==> src/rtl/nand_win_pkg.sv <==
`timescale 1ns/1ps
package nand_win_pkg;
  typedef enum logic [1:0] {
    CYC_DATA = 2'd0,
    CYC_CMD  = 2'd1,
    CYC_ADDR = 2'd2
  } cyc_kind_e;

  typedef enum logic [1:0] {
    PH_IDLE  = 2'd0,
    PH_SETUP = 2'd1,
    PH_PULSE = 2'd2,
    PH_HOLD  = 2'd3
  } phase_e;
endpackage

==> src/rtl/nand_win_sync.sv <==
`timescale 1ns/1ps
module nand_win_sync #(
  parameter int STAGES = 2
) (
  input  logic clk_i,
  input  logic rst_ni,
  input  logic d_i,
  output logic q_o
);
  logic [STAGES-1:0] sh_q;

  always_ff @(posedge clk_i or negedge rst_ni) begin
    if (!rst_ni) sh_q <= '0;
    else         sh_q <= {sh_q[STAGES-2:0], d_i};
  end

  assign q_o = sh_q[STAGES-1];
endmodule

==> src/rtl/nand_win_decode.sv <==
`timescale 1ns/1ps
module nand_win_decode
  import nand_win_pkg::*;
#(
  parameter int          AW       = 17,
  parameter logic [AW-1:0] DATA_OFF = '0,
  parameter logic [AW-1:0] CMD_OFF  = AW'(32'h08000),
  parameter logic [AW-1:0] ADDR_OFF = AW'(32'h10000)
) (
  input  logic          en_i,
  input  logic          we_i,
  input  logic [AW-1:0] addr_i,
  output logic          valid_o,
  output cyc_kind_e     kind_o
);
  logic hit_data, hit_cmd, hit_addr;

  assign hit_data = (addr_i == DATA_OFF);
  assign hit_cmd  = (addr_i == CMD_OFF);
  assign hit_addr = (addr_i == ADDR_OFF);

  // command/address windows are write-only
  assign valid_o = en_i & (hit_data | (we_i & (hit_cmd | hit_addr)));

  always_comb begin
    kind_o = CYC_DATA;
    if (hit_cmd)       kind_o = CYC_CMD;
    else if (hit_addr) kind_o = CYC_ADDR;
  end
endmodule

==> src/rtl/nand_win_timer.sv <==
`timescale 1ns/1ps
module nand_win_timer
  import nand_win_pkg::*;
#(
  parameter int SETUP_CYC = 1,
  parameter int PULSE_CYC = 2,
  parameter int HOLD_CYC  = 1
) (
  input  logic clk_i,
  input  logic rst_ni,
  input  logic start_i,
  output logic busy_o,
  output logic strobe_o,
  output logic sample_o
);
  localparam int MAXC = (SETUP_CYC > PULSE_CYC) ?
                        ((SETUP_CYC > HOLD_CYC) ? SETUP_CYC : HOLD_CYC) :
                        ((PULSE_CYC > HOLD_CYC) ? PULSE_CYC : HOLD_CYC);
  localparam int CW = (MAXC > 1) ? $clog2(MAXC) : 1;

  phase_e        ph_q;
  logic [CW-1:0] cnt_q;
  logic          last;

  assign last = (cnt_q == '0);

  always_ff @(posedge clk_i or negedge rst_ni) begin
    if (!rst_ni) begin
      ph_q  <= PH_IDLE;
      cnt_q <= '0;
    end else begin
      unique case (ph_q)
        PH_IDLE: if (start_i) begin
          ph_q  <= PH_SETUP;
          cnt_q <= CW'(SETUP_CYC - 1);
        end
        PH_SETUP: if (last) begin
          ph_q  <= PH_PULSE;
          cnt_q <= CW'(PULSE_CYC - 1);
        end else cnt_q <= cnt_q - 1'b1;
        PH_PULSE: if (last) begin
          ph_q  <= PH_HOLD;
          cnt_q <= CW'(HOLD_CYC - 1);
        end else cnt_q <= cnt_q - 1'b1;
        PH_HOLD: if (last) begin
          ph_q  <= PH_IDLE;
          cnt_q <= '0;
        end else cnt_q <= cnt_q - 1'b1;
        default: ph_q <= PH_IDLE;
      endcase
    end
  end

  assign busy_o   = (ph_q != PH_IDLE);
  assign strobe_o = (ph_q == PH_PULSE);
  assign sample_o = (ph_q == PH_PULSE) && last;
endmodule

==> src/rtl/nand_win_fe.sv <==
`timescale 1ns/1ps
module nand_win_fe
  import nand_win_pkg::*;
#(
  parameter int AW        = 17,
  parameter int DW        = 8,
  parameter int SETUP_CYC = 1,
  parameter int PULSE_CYC = 2,
  parameter int HOLD_CYC  = 1,
  parameter int SYNC_STG  = 2
) (
  input  logic          clk_i,
  input  logic          rst_ni,
  input  logic          req_i,
  input  logic          we_i,
  input  logic [AW-1:0] addr_i,
  input  logic [DW-1:0] wdata_i,
  output logic [DW-1:0] rdata_o,
  output logic          ready_o,
  input  logic          csr_we_i,
  input  logic [1:0]    csr_wdata_i,
  output logic [2:0]    csr_rdata_o,
  input  logic [DW-1:0] nand_io_i,
  output logic [DW-1:0] nand_io_o,
  output logic          nand_io_oe_o,
  output logic          nand_cle_o,
  output logic          nand_ale_o,
  output logic          nand_we_no,
  output logic          nand_re_no,
  output logic          nand_ce_no,
  input  logic          nand_rb_i
);
  logic          win_en_q, ce_en_q, ce_q;
  logic          dec_valid, accept, start;
  cyc_kind_e     dec_kind, kind_q;
  logic          rd_q;
  logic [DW-1:0] wdata_q, rdata_q;
  logic          busy, strobe, sample, rb_sync;

  always_ff @(posedge clk_i or negedge rst_ni) begin
    if (!rst_ni) begin
      win_en_q <= 1'b0;
      ce_en_q  <= 1'b0;
    end else if (csr_we_i) begin
      win_en_q <= csr_wdata_i[0];
      ce_en_q  <= csr_wdata_i[1];
    end
  end

  nand_win_decode #(.AW(AW)) u_dec (
    .en_i    (win_en_q),
    .we_i    (we_i),
    .addr_i  (addr_i),
    .valid_o (dec_valid),
    .kind_o  (dec_kind)
  );

  assign accept = req_i & ~busy;
  assign start  = accept & dec_valid;

  nand_win_timer #(
    .SETUP_CYC (SETUP_CYC),
    .PULSE_CYC (PULSE_CYC),
    .HOLD_CYC  (HOLD_CYC)
  ) u_tmr (
    .clk_i    (clk_i),
    .rst_ni   (rst_ni),
    .start_i  (start),
    .busy_o   (busy),
    .strobe_o (strobe),
    .sample_o (sample)
  );

  always_ff @(posedge clk_i or negedge rst_ni) begin
    if (!rst_ni) begin
      kind_q  <= CYC_DATA;
      rd_q    <= 1'b0;
      wdata_q <= '0;
      rdata_q <= '0;
      ce_q    <= 1'b0;
    end else begin
      if (!busy) ce_q <= ce_en_q;  // chip enable moves only between sequences
      if (start) begin
        kind_q  <= dec_kind;
        rd_q    <= ~we_i;
        wdata_q <= wdata_i;
      end else if (accept) begin
        rdata_q <= '0;
      end
      if (sample && rd_q) rdata_q <= nand_io_i;
    end
  end

  nand_win_sync #(.STAGES(SYNC_STG)) u_rb_sync (
    .clk_i  (clk_i),
    .rst_ni (rst_ni),
    .d_i    (nand_rb_i),
    .q_o    (rb_sync)
  );

  assign ready_o      = ~busy;
  assign rdata_o      = rdata_q;
  assign csr_rdata_o  = {rb_sync, ce_en_q, win_en_q};
  assign nand_io_o    = wdata_q;
  assign nand_io_oe_o = busy & ~rd_q;
  assign nand_cle_o   = busy & (kind_q == CYC_CMD);
  assign nand_ale_o   = busy & (kind_q == CYC_ADDR);
  assign nand_we_no   = ~(strobe & ~rd_q);
  assign nand_re_no   = ~(strobe & rd_q);
  assign nand_ce_no   = ~ce_q;
endmodule

==> config.mk <==
export PLATFORM = sky130hd
export DESIGN_NAME = nand_win_fe
export DESIGN_NICKNAME = d
export VERILOG_FILES = /design/src/rtl/nand_win_pkg.sv /design/src/rtl/nand_win_sync.sv /design/src/rtl/nand_win_decode.sv /design/src/rtl/nand_win_timer.sv /design/src/rtl/nand_win_fe.sv
export SDC_FILE = /design/constraint.sdc
export NUM_CORES = 1
export LEC_CHECK = 0
export BUFFER_PORTS_ARGS = -buffer_cell sky130_fd_sc_hd__buf_2
export CAP_MARGIN = 20
export CORE_UTILIZATION = 45
export CTS_CLUSTER_DIAMETER = 150
export DETAILED_ROUTE_END_ITERATION = 12
export PLACE_DENSITY_LB_ADDON = 0.3
export SLEW_MARGIN = 40
export SYNTH_ARGS = -nofsm -noshare
export SYNTH_HDL_FRONTEND = slang
export SYNTH_HIERARCHICAL = 1
export SYNTH_SLANG_ARGS = --single-unit
==> constraint.sdc <==
create_clock -name clk_i -period 2.25 [get_ports clk_i]
set_input_delay 0.675 -clock clk_i [delete_from_list [all_inputs] [get_ports clk_i]]
set_output_delay 0.675 -clock clk_i [all_outputs]
set_load 0.1 [all_outputs]
Yosys cells after proc, flatten, opt, wreduce, memory -nomap -nowiden
Index checks and enable logic that the tools add are counted.
{ "word_totals": {"ff_bits": 27, "input_bits": 41, "out_inout_bits": 26, "word_cells": 64} }
{ "classes": {"add_sub_neg": 1, "eq_ne": 12, "n_mux": 14, "n_bitwise": 18, "n_reduce_logical": 9} }
{ "ops": {"columns": ["cell", "n"], "rows": [
  ["two-way mux 8 bit", 3],
  ["equality test 17 x 16 -> 1 bit, second input constant", 1],
  ["equality test 17 bit, second input constant", 1],
  ["zero test 17 bit", 1],
  ["two-way mux 2 bit", 6],
  ["bitwise AND 1 bit", 9],
  ["inequality test 2 bit, second input constant", 4],
  ["one-hot mux 2 bit (4 select lines)", 1],
  ["NOT 1 bit", 7],
  ["equality test 2 bit, second input constant", 3],
  ["equality test 2 x 1 -> 1 bit, second input constant", 2],
  ["AND reduction 4 bit", 1],
  ["nonzero test 2 bit", 2],
  ["two-way mux 1 bit", 3],
  ["one-hot mux 1 bit (3 select lines)", 1],
  ["logical AND 1 bit", 2],
  ["zero test 2 bit", 1],
  ["inequality test 2 x 1 -> 1 bit, second input constant", 1],
  ["OR 1 bit", 2],
  ["AND reduction 2 bit", 1],
  ["OR reduction 2 bit", 1],
  ["subtractor 1 bit, second input constant", 1]
]} }

Depth between registers and ports, before layout
{ "depth": {"word_depth": 8, "ltp_mapped": 8, "depth_no_buf": 7} }

By module
The synthesis kept the hierarchy.
{ "by_module_without_submodules": {"columns": ["module", "instances", "cells_per_inst", "area_each_um2", "seq_area_each_um2"], "rows": [
  ["nand_win_fe", 1, 80, 1023.5, 550.5],
  ["nand_win_timer", 1, 20, 209.0, 75.1],
  ["nand_win_decode", 1, 13, 108.9, 0.0],
  ["nand_win_sync", 1, 2, 50.0, 50.0]
]} }

Worst setup path before layout
Ideal clock, no wire load.
{ "synth_timing": {"path_type": "register -> output", "from": "reg u_tmr.ph_q[0]", "to": "out nand_cle_o", "t_arrival_ns": 3.582, "required_time_ns": 1.575, "slack_ns": -2.007, "stages_incl_launch_ff": 6, "n_path_buf": 0, "cell_sequence": "dfrtp_1 inv_1 ha_1 inv_1 inv_1 nor3b_1"} }
{ "synth_via": {"elab_chain_cells": 2} }
{ "synth_rtl": {"columns": ["item", "line", "rtl"], "rows": [
  ["start: declaration", "nand_win_timer.sv:21", "phase_e ph_q;"],
  ["start signal: assignment", "nand_win_timer.sv:29", "ph_q <= PH_IDLE;"],
  ["start signal: assignment", "nand_win_timer.sv:34", "ph_q <= PH_SETUP;"],
  ["start signal: assignment", "nand_win_timer.sv:38", "ph_q <= PH_PULSE;"],
  ["nonzero test 2 bit", "nand_win_timer.sv:54", "assign busy_o = (ph_q != PH_IDLE);"],
  ["net busy", "nand_win_fe.sv:38", "logic busy, strobe, sample, rb_sync;"],
  ["bitwise AND 1 bit", "nand_win_fe.sv:106", "assign nand_cle_o = busy & (kind_q == CYC_CMD);"],
  ["end: declaration", "nand_win_fe.sv:26", "output logic nand_cle_o,"]
]} }
The timed path passes the listed nets, and every way through them passes these cells.

Worst setup path in the final report
Ends and elaborated chain as after synthesis.

==> out/summary.txt <==
Failing checks: design-rule violations
#FFs+latches synth: 27
Worst IR Drop VDD: 693 uV
NumNets Final: 235
Max-slew headroom at the worst pin: 61.1%
CTS Sinks: 27
Final core occ: 68.4%
Layout area overhead: 40.2%
Worst Hold Class: in2async
Die Y-Extent: 57.6 um
Iteration-0 DRC count of the detailed router: 37
Cell count along the critical path: 6
RSZ-0062 raised after global routing: yes
Final wirelength: 3000 um
Die Area: 0.00332 mm^2
Cells after synthesis: 115
Count of different cell masters after synthesis: 25
Initial antenna violation count: 0
Chip width: 57.6 um
Crit end category: output port
Ant diodes: 0
First-pass GRT wire length: 4900 um
Grt total ovfl: 0
Final hold vios: 0
Avg WL per Cell: 13.6 um
Clk_lat worst skew: 0.33 ns
Max clock buf depth: 2
Register area share after synthesis: 48.6%
MaxCap Viol Count: 0
Worst R2R Setup Slack: 0.62 ns
Worst Path Arrival: 1.56 ns
CP max-delay cell: dfrtp_1
Initial Util: 48.8%
Share of layout cells above drive strength 1: 65.6%
R2R cell count: 7
Critical-path cell list: inv_2, ha_4, clkinv_4, clkinvlp_4, nor3b_4, buf_12
Post-route ant nets: 0
Async set or reset register ratio after synthesis: 100%
Layout Skew: 0.00175 ns
Top cell type by total area after synthesis: dfrtp_1
Core ar.: 0.00285 mm^2
Critical Path RT: 1.57 ns
Delay of the slowest cell on the worst path: 0.40 ns
Minimum clock period: 2.23 ns
F_max: 448 MHz
Synth warn: 6
Startpoint Class: flop
Non-filler instance count after layout: 220
Leakage power: 1.04 nW
EDFF count, synth: 0
Vias: 1147
Worst r2r dst: nand_io_o[4]
CP delay by family, top: buffers and inverters
Simple-gate share of the synthesized area: 14.9%
CTS buffer count: 3
Hold-fix buffers, CTS: 0
WS Path Type: reg2out
Synth Area in XOR/XNOR: 0%
Worst-path clk slew: 0.15 ns
# IOs: 67
Fraction of the mapped netlist area in adder cells: 4.32%
Ys flop type: dfrtp_1
Largest net degree at the start of global routing: 28
CP bufs+invs: 4
Post-synthesis mux area share: 15.2%
Final slew viol count: 0
CTS tree: built
Synth area leaders: dfrtp_1, mux2_4, a21bo_2, mux2_2, ha_1
Complex-gate fraction of the synthesized area: 10.5%
Top-area cell type share of the netlist area: 48.6%
Power per cell area: 1210 mW/mm^2
GP Congestion: 0.745
Slew at the pin closest to its max-slew limit: 0.584 ns
Vias per cell: 5.21
GR Util All Layers: 19.7%
Remaining DRCs: 3
Largest family of logic cells by synthesized area: multiplexers
Synth Cell Area: 0.00139 mm^2
Reg-to-Reg Start: u_tmr/ph_q[0]
Drt pass-1 iters: 7
Row cnt: 19
Post-Syn Nets: 160
Root buf cell: clkbuf_4
Crit Path Max Fanout: 3
H-tree depth: 1
Mean post-synth cell area: 12.1 um^2
Vias in the first global route: 1167
Status: finished, violations left
Placed insts: 208
IO buf count: 66
Period utilization: 99.2%
Post-DP HPWL: 2310 um
Final setup viols: 0
==> layer usage <==
metal | GRT usage [%] | up-vias | routed length [um]
li1 | - | 541 | -
met1 | 21.1 | 543 | 1130
met2 | 36.5 | 55 | 1590
met3 | 4.54 | 8 | 207
met4 | 8.71 | 0 | 73
met5 | 0 | - | 0
==> worst reg2reg max path: stages, from the launching register on <==
cell and delay (ns):
dfrtp_1 0.42, inv_2 0.10, ha_4 0.16, clkinv_4 0.06
buf_4 0.15, nand3b_4 0.15, buf_4 0.20, mux2_4 0.30
==> area by class of cell <==
cell class                      count  area [um^2]
Clock buffer                        3         22.5
Clock inverter                      1         7.51
Fill cell                         233          902
Inverter                            8         38.8
Multi-Input combinational cell     71          667
Sequential cell                    27          676
Tap cell                           31         38.8
Timing Repair Buffer               79          500
==> flip-flops by register name, indices dropped and copies added, names as in the netlist <==
name            cells
u_tmr/ph_q          2
win_en_q            1
nand_io_o           8
ce_en_q             1
kind_q              2
rd_q                1
ce_q                1
rdata_o             8
u_tmr/cnt_q         1
u_rb_sync/sh_q      2
==> power breakdown <==
group          total [mW]  internal [mW]  switching [mW]
Sequential          0.638          0.587          0.0510
Clock               0.216         0.0681           0.148
Combinational        1.50          0.459            1.04
Total                2.35           1.11            1.24
==> per-stage QoR <==
step	instance area (um^2)	worst slack (ns)	power (mW)	hold slack (ns)	TNS [ns]
floorplan	1430	-0.566	1.77	0.331	-1.11
global placement	1840	0.0680	1.96	0.337	0
detailed placement	1840	-0.0194	2.00	0.344	-0.0759
CTS	1930	-0.0178	2.33	0.325	-0.0178
global route	1950	-0.0742	2.47	0.348	-0.0887
finish	1950	0.0179	2.35	0.318	0
==> cell usage after synthesis (2+ instances only) <==
master	instances
dfrtp_1	27
buf_2	3
inv_1	8
mux2i_1	2
buf_4	4
mux2_2	5
ha_1	4
o21ai_0	9
nor2_1	4
nand2_1	6
nor3_1	2
mux2_4	9
a21bo_2	8
nor4_2	3
nand3_1	9
nor3b_2	3
==> cells by family after synthesis <==
family	after synthesis
AND/OR/NAND/NOR	31
AO/OA/AOI/OAI	19
adder cells (fa/ha/maj)	5
multiplexers	16
buffers and inverters	17
flip-flops	27
==> how the worst max path moves through the flow <==
stage              endpoint           from  slack (ns)
5_1_grt          nand_cle_o  u_tmr/ph_q[0]       -0.07
3_5_place_dp   nand_io_o[0]     addr_i[11]       -0.02
6_report         nand_cle_o  u_tmr/ph_q[0]        0.02
3_3_place_gp   nand_io_o[4]      addr_i[4]        0.07
4_1_cts          nand_cle_o  u_tmr/ph_q[1]       -0.02
2_1_floorplan    nand_cle_o  u_tmr/ph_q[1]       -0.57
==> layout by cell type (no fill, tap or decap), types with 4 or more instances in the layout <==
master / n
dfrtp_1: 27
a21bo_2: 8
nand3_1: 9
o21ai_0: 9
buf_2: 60
inv_1: 4
mux2_4: 9
buf_12: 4
mux2_2: 5
buf_4: 13
clkbuf_4: 4
nand2_1: 5
==> what timing repair did <==
item | 4_1_cts | 5_1_grt
buffers inserted | 7 | 1
endpoints found under the setup margin | 5 | 4
resized for setup | 2 | 6
pin swaps | 2 | 3
(Power assumes the default switching activity.)
